### src/rtl/ibuf_pkg.sv
`timescale 1ns/1ps
package ibuf_pkg;
  typedef enum logic [2:0] {
    EXC_NONE = 3'd0,
    EXC_PF   = 3'd1,
    EXC_GPF  = 3'd2,
    EXC_AF   = 3'd3,
    EXC_ILL  = 3'd4
  } exc_e;

  // fetch faults win over the illegal-instruction flag
  function automatic logic [2:0] merge_exc(input logic [1:0] fault, input logic ill);
    if (fault != 2'd0) return {1'b0, fault};
    return ill ? EXC_ILL : EXC_NONE;
  endfunction
endpackage

### src/rtl/ibuf_bank.sv
`timescale 1ns/1ps
module ibuf_bank #(
  parameter int ROWS = 4,
  parameter int EW   = 35,
  localparam int AW  = $clog2(ROWS)
) (
  input  logic          clk_i,
  input  logic          we_i,
  input  logic [AW-1:0] waddr_i,
  input  logic [EW-1:0] wdata_i,
  input  logic [AW-1:0] raddr_i,
  output logic [EW-1:0] rdata_o
);
  logic [EW-1:0] mem_q [ROWS];

  always_ff @(posedge clk_i) begin
    if (we_i) mem_q[waddr_i] <= wdata_i;
  end

  assign rdata_o = mem_q[raddr_i];
endmodule

### src/rtl/ibuf_lead_ones.sv
`timescale 1ns/1ps
module ibuf_lead_ones #(
  parameter int W  = 4,
  localparam int CW = $clog2(W + 1)
) (
  input  logic [W-1:0]  bits_i,
  output logic [CW-1:0] cnt_o
);
  always_comb begin
    logic run;
    run   = 1'b1;
    cnt_o = '0;
    for (int i = 0; i < W; i++) begin
      if (run && bits_i[i]) cnt_o = CW'(i + 1);
      else run = 1'b0;
    end
  end
endmodule

### src/rtl/ibuf_banked.sv
`timescale 1ns/1ps
module ibuf_banked
  import ibuf_pkg::*;
#(
  parameter int DEPTH   = 16,  // power of two, multiple of DEQ_W
  parameter int ENQ_W   = 4,   // must not exceed DEQ_W
  parameter int DEQ_W   = 4,   // power of two, also the bank count
  parameter int INSTR_W = 32
) (
  input  logic                           clk_i,
  input  logic                           rst_ni,
  input  logic                           flush_i,
  input  logic                           in_valid_i,
  input  logic [$clog2(ENQ_W+1)-1:0]     in_num_i,
  input  logic [ENQ_W*INSTR_W-1:0]       in_instr_i,
  input  logic [ENQ_W*2-1:0]             in_fault_i,
  input  logic [ENQ_W-1:0]               in_ill_i,
  output logic                           in_ready_o,
  input  logic                           dec_accept_i,
  input  logic [DEQ_W-1:0]               dec_ready_i,
  output logic [DEQ_W-1:0]               out_valid_o,
  output logic [DEQ_W*INSTR_W-1:0]       out_instr_o,
  output logic [DEQ_W*3-1:0]             out_exc_o
);
  localparam int NB   = DEQ_W;
  localparam int ROWS = DEPTH / NB;
  localparam int PW   = $clog2(DEPTH);
  localparam int BW   = $clog2(NB);
  localparam int RW   = $clog2(ROWS);
  localparam int CW   = PW + 1;
  localparam int NW   = $clog2(ENQ_W + 1);
  localparam int DW   = $clog2(DEQ_W + 1);
  localparam int EW   = INSTR_W + 3;

  logic [CW-1:0] wr_ptr_q, rd_ptr_q, cnt_q;
  logic [CW-1:0] wr_ptr_n, rd_ptr_n, cnt_n;
  logic [RW-1:0] bank_row_q [NB];
  logic [RW-1:0] bank_row_n [NB];
  logic [EW-1:0] bank_rdata [NB];
  logic [EW-1:0] in_ent     [ENQ_W];

  logic          empty, in_fire;
  logic [DW-1:0] lead;
  logic [CW-1:0] lead_w, deq_cnt, byp_acc, enq_cnt, in_num_w;
  logic [CW:0]   free_w;

  assign empty    = (cnt_q == '0);
  assign in_num_w = CW'(in_num_i);

  // merge fault and illegal flag into the stored code
  for (genvar j = 0; j < ENQ_W; j++) begin : g_in
    assign in_ent[j] = {merge_exc(in_fault_i[2*j +: 2], in_ill_i[j]),
                        in_instr_i[INSTR_W*j +: INSTR_W]};
  end

  // output slots: bypass lanes while empty, else banked reads
  for (genvar i = 0; i < DEQ_W; i++) begin : g_slot
    logic          byp_v, q_v;
    logic [BW-1:0] slot_bank;
    logic [EW-1:0] sel;
    assign slot_bank = rd_ptr_q[BW-1:0] + BW'(i);
    assign q_v       = (CW'(i) < cnt_q);
    if (i < ENQ_W) begin : g_byp
      assign byp_v = in_valid_i && (NW'(i) < in_num_i);
      assign sel   = empty ? in_ent[i] : bank_rdata[slot_bank];
    end else begin : g_nobyp
      assign byp_v = 1'b0;
      assign sel   = bank_rdata[slot_bank];
    end
    assign out_valid_o[i] = !flush_i && dec_accept_i && (empty ? byp_v : q_v);
    assign out_instr_o[INSTR_W*i +: INSTR_W] = sel[INSTR_W-1:0];
    assign out_exc_o[3*i +: 3] = sel[EW-1:INSTR_W];
  end

  // in-order acceptance: leading run of taken slots
  ibuf_lead_ones #(.W(DEQ_W)) u_lead (
    .bits_i (out_valid_o & dec_ready_i),
    .cnt_o  (lead)
  );

  assign lead_w  = CW'(lead);
  assign deq_cnt = empty ? '0 : lead_w;
  assign byp_acc = empty ? lead_w : '0;

  // free space after this cycle's dequeue must hold the whole group
  assign free_w     = (CW+1)'(DEPTH) - {1'b0, cnt_q} + {1'b0, deq_cnt};
  assign in_ready_o = !flush_i && (free_w >= (CW+1)'(in_num_i));
  assign in_fire    = in_valid_i && in_ready_o;
  assign enq_cnt    = in_fire ? (in_num_w - byp_acc) : '0;

  assign wr_ptr_n = wr_ptr_q + enq_cnt;
  assign rd_ptr_n = rd_ptr_q + deq_cnt;
  assign cnt_n    = cnt_q - deq_cnt + enq_cnt;

  // per-bank write steering and next read row
  for (genvar b = 0; b < NB; b++) begin : g_bank
    logic [BW-1:0] wofs;
    logic [CW-1:0] lane;
    logic [RW-1:0] wrow;
    logic          we;
    logic [EW-1:0] wdata;

    assign wofs = BW'(b) - wr_ptr_q[BW-1:0];
    assign lane = byp_acc + CW'(wofs);
    assign wrow = wr_ptr_q[PW-1:BW] + RW'(BW'(b) < wr_ptr_q[BW-1:0]);
    assign we   = in_fire && (lane < in_num_w);

    always_comb begin
      wdata = '0;
      for (int j = 0; j < ENQ_W; j++) begin
        if (CW'(j) == lane) wdata = in_ent[j];
      end
    end

    assign bank_row_n[b] = rd_ptr_n[PW-1:BW] + RW'(BW'(b) < rd_ptr_n[BW-1:0]);

    ibuf_bank #(.ROWS(ROWS), .EW(EW)) u_bank (
      .clk_i   (clk_i),
      .we_i    (we),
      .waddr_i (wrow),
      .wdata_i (wdata),
      .raddr_i (bank_row_q[b]),
      .rdata_o (bank_rdata[b])
    );
  end

  always_ff @(posedge clk_i or negedge rst_ni) begin
    if (!rst_ni) begin
      wr_ptr_q <= '0;
      rd_ptr_q <= '0;
      cnt_q    <= '0;
      for (int b = 0; b < NB; b++) bank_row_q[b] <= '0;
    end else if (flush_i) begin
      wr_ptr_q <= '0;
      rd_ptr_q <= '0;
      cnt_q    <= '0;
      for (int b = 0; b < NB; b++) bank_row_q[b] <= '0;
    end else begin
      wr_ptr_q <= wr_ptr_n;
      rd_ptr_q <= rd_ptr_n;
      cnt_q    <= cnt_n;
      for (int b = 0; b < NB; b++) bank_row_q[b] <= bank_row_n[b];
    end
  end
endmodule

### config.mk
export PLATFORM = sky130hd
export DESIGN_NAME = ibuf_banked
export DESIGN_NICKNAME = d
export VERILOG_FILES = /design/src/rtl/ibuf_pkg.sv /design/src/rtl/ibuf_bank.sv /design/src/rtl/ibuf_lead_ones.sv /design/src/rtl/ibuf_banked.sv
export SDC_FILE = /design/constraint.sdc
export NUM_CORES = 1
export LEC_CHECK = 0
export BUFFER_PORTS_ARGS = -buffer_cell sky130_fd_sc_hd__buf_2
export CORE_MARGIN = 2
export CORE_UTILIZATION = 45
export CTS_BUF_LIST = sky130_fd_sc_hd__clkbuf_16
export DETAILED_ROUTE_END_ITERATION = 8
export GPL_TIMING_DRIVEN = 0
export PLACE_DENSITY = 0.67
export SLEW_MARGIN = 20
export SYNTH_ARGS = -nofsm -noshare
export SYNTH_HDL_FRONTEND = slang
export SYNTH_SLANG_ARGS = --single-unit
export TNS_END_PERCENT = 50
### constraint.sdc
create_clock -name clk_i -period 12.5 [get_ports clk_i]
set_clock_uncertainty 0.1 [all_clocks]
set_input_delay 2.5 -clock clk_i [delete_from_list [all_inputs] [get_ports clk_i]]
set_output_delay 2.5 -clock clk_i [all_outputs]
set_load 0.01 [all_outputs]
==> impl_metrics.toml <==
[global_route]
gr-total-overflow = 0
grt_usage_pct = 29.70
grt_pass1_wl_um = 156300
antenna_found_initial = 1
first_global_vias = 23070
grt_start_max_net_pins = 21

[sta]
fin_crit_sh_pct = 72.87
fmax_mhz = 109.8
hold_viol_final = 0
tns_ns = 0
setup_viol = 0
finalWorstSetupSlack_ns = 3.391
tightest_slew_ns = 1.193
slew_headroom_pct = 20.43
period_needed_ns = 9.109
maxSlewViolCount = 0
rsz0062_at_grt = "false"

[detailed_routing]
postRouteAntennaNets = 0
wire_per_inst_um = 30.77
vias_per_cell = 6.535
drc_errors = 0
drt_first_pass_iters = 6
vias = 23250
routed_wl_um = 109400
drt_first_iter_violations = 3187

[setup_path]
cpMaxStageDelayCell = "buf_1"
path_class = "in -> reg"
crit_required_ns = 12.72
critPathLaunchType = "input pin"
end_kind = "flop"
rrSetupSlack_ns = 4.16
cpPeakStageDelay_ns = 0.82
cp_top_family = "buffers and inverters"
cp_max_fo = 10
cp_num_buf_inv = 9
cp.arrival_ns = 9.33
cp_cell_sequence = "buf_2 > a21oi_1 > or3_1 > a31oi_1 > nand3_1 > a21boi_0 > and3_1 > ha_1 > inv_1 > fa_1 > clkbuf_1 > buf_1 > inv_1 > ha_1 > a21o_1 > a21o_1 > nor4_2 > buf_4 > buf_2 > buf_4 > buf_2"
cp_common_cell = "buf_2"

[floorplan]
core_area_um2 = 69910
die_h_um = 269.5
start_util_pct = 45.37
die-area_um2 = 72620
die_width_um = 269.5
rows = 97
ios = 297

[cts]
cts_resized = 0
clockBufferDepth = 3
clkTransAtPathRegs_ns = 0.06
clk_latency_ns = 0.62
ctsHoldBuffers = 0
cts_tree = "yes"
clock-sinks = 579
root_buffer = "clkbuf_16"
postCtsSetupRepairBufs = 0
cts_inserted_buffers = 59
h-tree-depth = 2

[synthesis]
synth_top_cells_by_area = "edfxtp_1 (53%), mux4_2 (25%), nor2_1 (5.7%), ha_1 (1.7%), dfrtp_1 (1.5%)"
netlist_area_um2 = 31720
synth-edff-count = 560
synth_area_leader_cell = "edfxtp_1"
yosysUniqueCellTypes = 54
seq_area_frac_synth_pct = 54.52
yosys_warnings = 0
synth-async-reset-ratio_pct = 3.282
synth.top_cell.area_share_pct = 53.02
synth_fp_nets = 2344
ys.flop_type = "edfxtp_1"
syn_inst = 2137
yosys_register_bits = 579
avgSynthCellArea_um2 = 14.84

[power]
irDropWorstVdd_mv = 0.1393
power_density_nw_per_um2 = 216.4
clkPwrFrac_pct = 22.1
power.internal_w = 0.004878
p_sw_w = 0.003133
leakagePower_nw = 12.94
p_comb_share_pct = 45.2
p_seq_share_pct = 32.7
power_switching_share_pct = 39.11

[cells_and_area]
fin_nets = 2777
area_growth_pct = 16.71
drive_above_1_share_pct = 32.65

[placement]
port_buffers = 296
hpwlAfterDp_um = 79420
globalplace.congestion = 0.8971
place_ws_ns = 3.032

[flow_run]
maxCapViolCount = 0

[outcome]
status = "complete, no violations"

[min_path]
worstHoldPathType = "reg -> reg"
==> Yosys cell counts (5+ instances only) <==
cell,instances
a211oi_1,34
a21o_1,47
a21oi_1,19
and2b_1,18
buf_1,29
buf_2,11
clkbuf_1,115
dfrtp_1,19
edfxtp_1,560
fa_1,11
ha_1,44
inv_1,33
mux2i_1,9
mux4_2,346
nand2_1,25
nand2b_1,39
nand3_1,5
nor2_1,483
nor2b_1,64
nor3_1,37
nor4_1,10
o211ai_1,34
o21ai_0,37
o2bb2ai_1,34
or4_1,9
xnor2_1,6
xor2_1,18
==> power groups by stage <==
stage	clock network (W)	logic, W	registers [W]
global route	0.00184	0.00382	0.00263
finish	0.00177	0.00362	0.00262
floorplan	0	0.00209	0.00265
CTS	0.00178	0.00355	0.00262
global placement	0	0.00339	0.00267
detailed placement	0	0.00353	0.00266
==> layer usage <==
layer | up-vias | share of wire [%] | global-route usage, %
met1 | 11790 | 35 | 36.90
met2 | 1799 | 47 | 46.93
met4 | 8 | 5.5 | 14.59
li1 | 9291 | - | -
met3 | 358 | 13 | 9.449
met5 | - | 0.26 | 2.829
==> path summary, 6_finish.rpt <==
check                                            from                                      end  cells after the start
worst max register to register     cnt_q[4]$_DFF_PN0_  g_bank[0].u_bank.mem_q[3][17]$_DFFE_PP_                     19
min in group asynchronous                      rst_ni                       cnt_q[4]$_DFF_PN0_                      1
worst min register to register  wr_ptr_q[0]$_DFF_PN0_                    wr_ptr_q[0]$_DFF_PN0_                      2
worst max-delay path                      in_num_i[0]  g_bank[0].u_bank.mem_q[3][17]$_DFFE_PP_                     21
max in group asynchronous                      rst_ni                  bank_row_q[3]$_DFF_PN0_                      1
worst min-delay path            wr_ptr_q[0]$_DFF_PN0_                    wr_ptr_q[0]$_DFF_PN0_                      2
==> cell families (layout without fill, tap and decap cells) <==
group | Yosys count | count (layout) | synth area share (%)
buffers and inverters | 194 | 673 | 2.434
other | 0 | 1 | 0
flip-flops | 579 | 579 | 54.52
AO/OA/AOI/OAI | 216 | 216 | 4.844
adder cells (fa/ha/maj) | 55 | 55 | 2.430
multiplexers | 360 | 360 | 25.12
XOR/XNOR | 24 | 24 | 0.6627
AND/OR/NAND/NOR | 709 | 709 | 9.996
==> worst reg2reg max path: stages (launching register included) <==
cell and delay (ns):
dfrtp_1 0.46, nor4_1 0.61, nor2b_1 0.21, clkbuf_2 0.54, clkbuf_1 0.83, and3_1 0.41, ha_1 0.24, inv_1 0.10
fa_1 0.54, clkbuf_1 0.62, buf_1 0.82, inv_1 0.12, ha_1 0.31, a21o_1 0.17, a21o_1 0.22, nor4_2 0.75
buf_4 0.29, buf_2 0.24, buf_4 0.22, buf_2 0.24
==> sequential cells by signal, indices dropped and copies added (netlist names) <==
name,flops
g_bank.u_bank.mem_q,560
bank_row_q,7
wr_ptr_q,4
cnt_q,5
rd_ptr_q,3
==> area by class of cell <==
type	instances	area, um^2
inverter	33	123.9
fill	5812	32890
multi-input combinational	1364	13770
buffer	161	670.6
clock inverter	46	374.1
timing repair buffer	372	2077
clock buffer	61	1526
tap	940	1176
antenna	1	2.502
sequential	579	17290
==> stage by stage <==
| stage | hold slack (ns) | cell area [um^2] | util (%) | power [W] | std cells |
|---|---|---|---|---|---|
| 2_1_floorplan | 0.5138 | 31720 | - | 0.004733 | 2137 |
| 3_5_place_dp | 0.6464 | 35080 | 50.18 | 0.006186 | 3448 |
| 3_3_place_gp | 0.5920 | 34380 | 49.17 | 0.006059 | 3373 |
| 5_1_grt | 0.7234 | 37010 | 52.95 | 0.008301 | 3556 |
| 4_1_cts | 0.6658 | 36980 | 52.90 | 0.007942 | 3555 |
| 6_report | 0.6616 | 37020 | 52.95 | 0.008011 | 3557 |
==> cells in the final DEF (no fill, tap or decap), types with 5 or more instances in the layout <==
master / synthesis / final
o211ai_1: 34 / 34
nand3_1: 5 / 5
inv_1: 33 / 44
buf_2: 11 / 357
nor2b_1: 64 / 64
a21o_1: 47 / 47
and2b_1: 18 / 18
edfxtp_1: 560 / 560
nand2_1: 25 / 25
xnor2_1: 6 / 6
buf_1: 29 / 20
or4_1: 9 / 9
clkinv_1: 0 / 21
clkbuf_2: 0 / 13
a211oi_1: 34 / 34
a21oi_1: 19 / 18
nand2b_1: 39 / 39
nor4_2: 0 / 9
bufinv_16: 0 / 7
buf_4: 4 / 25
o21ai_0: 37 / 37
clkbuf_1: 115 / 106
nor2_1: 483 / 476
mux2i_1: 9 / 9
ha_1: 44 / 44
xor2_1: 18 / 18
mux4_2: 346 / 346
nor2_4: 0 / 7
dfrtp_1: 19 / 19
fa_1: 11 / 11
clkbuf_16: 0 / 61
nor3_1: 37 / 37
o2bb2ai_1: 34 / 34
No activity file was read; power rests on OpenSTA's default activity.
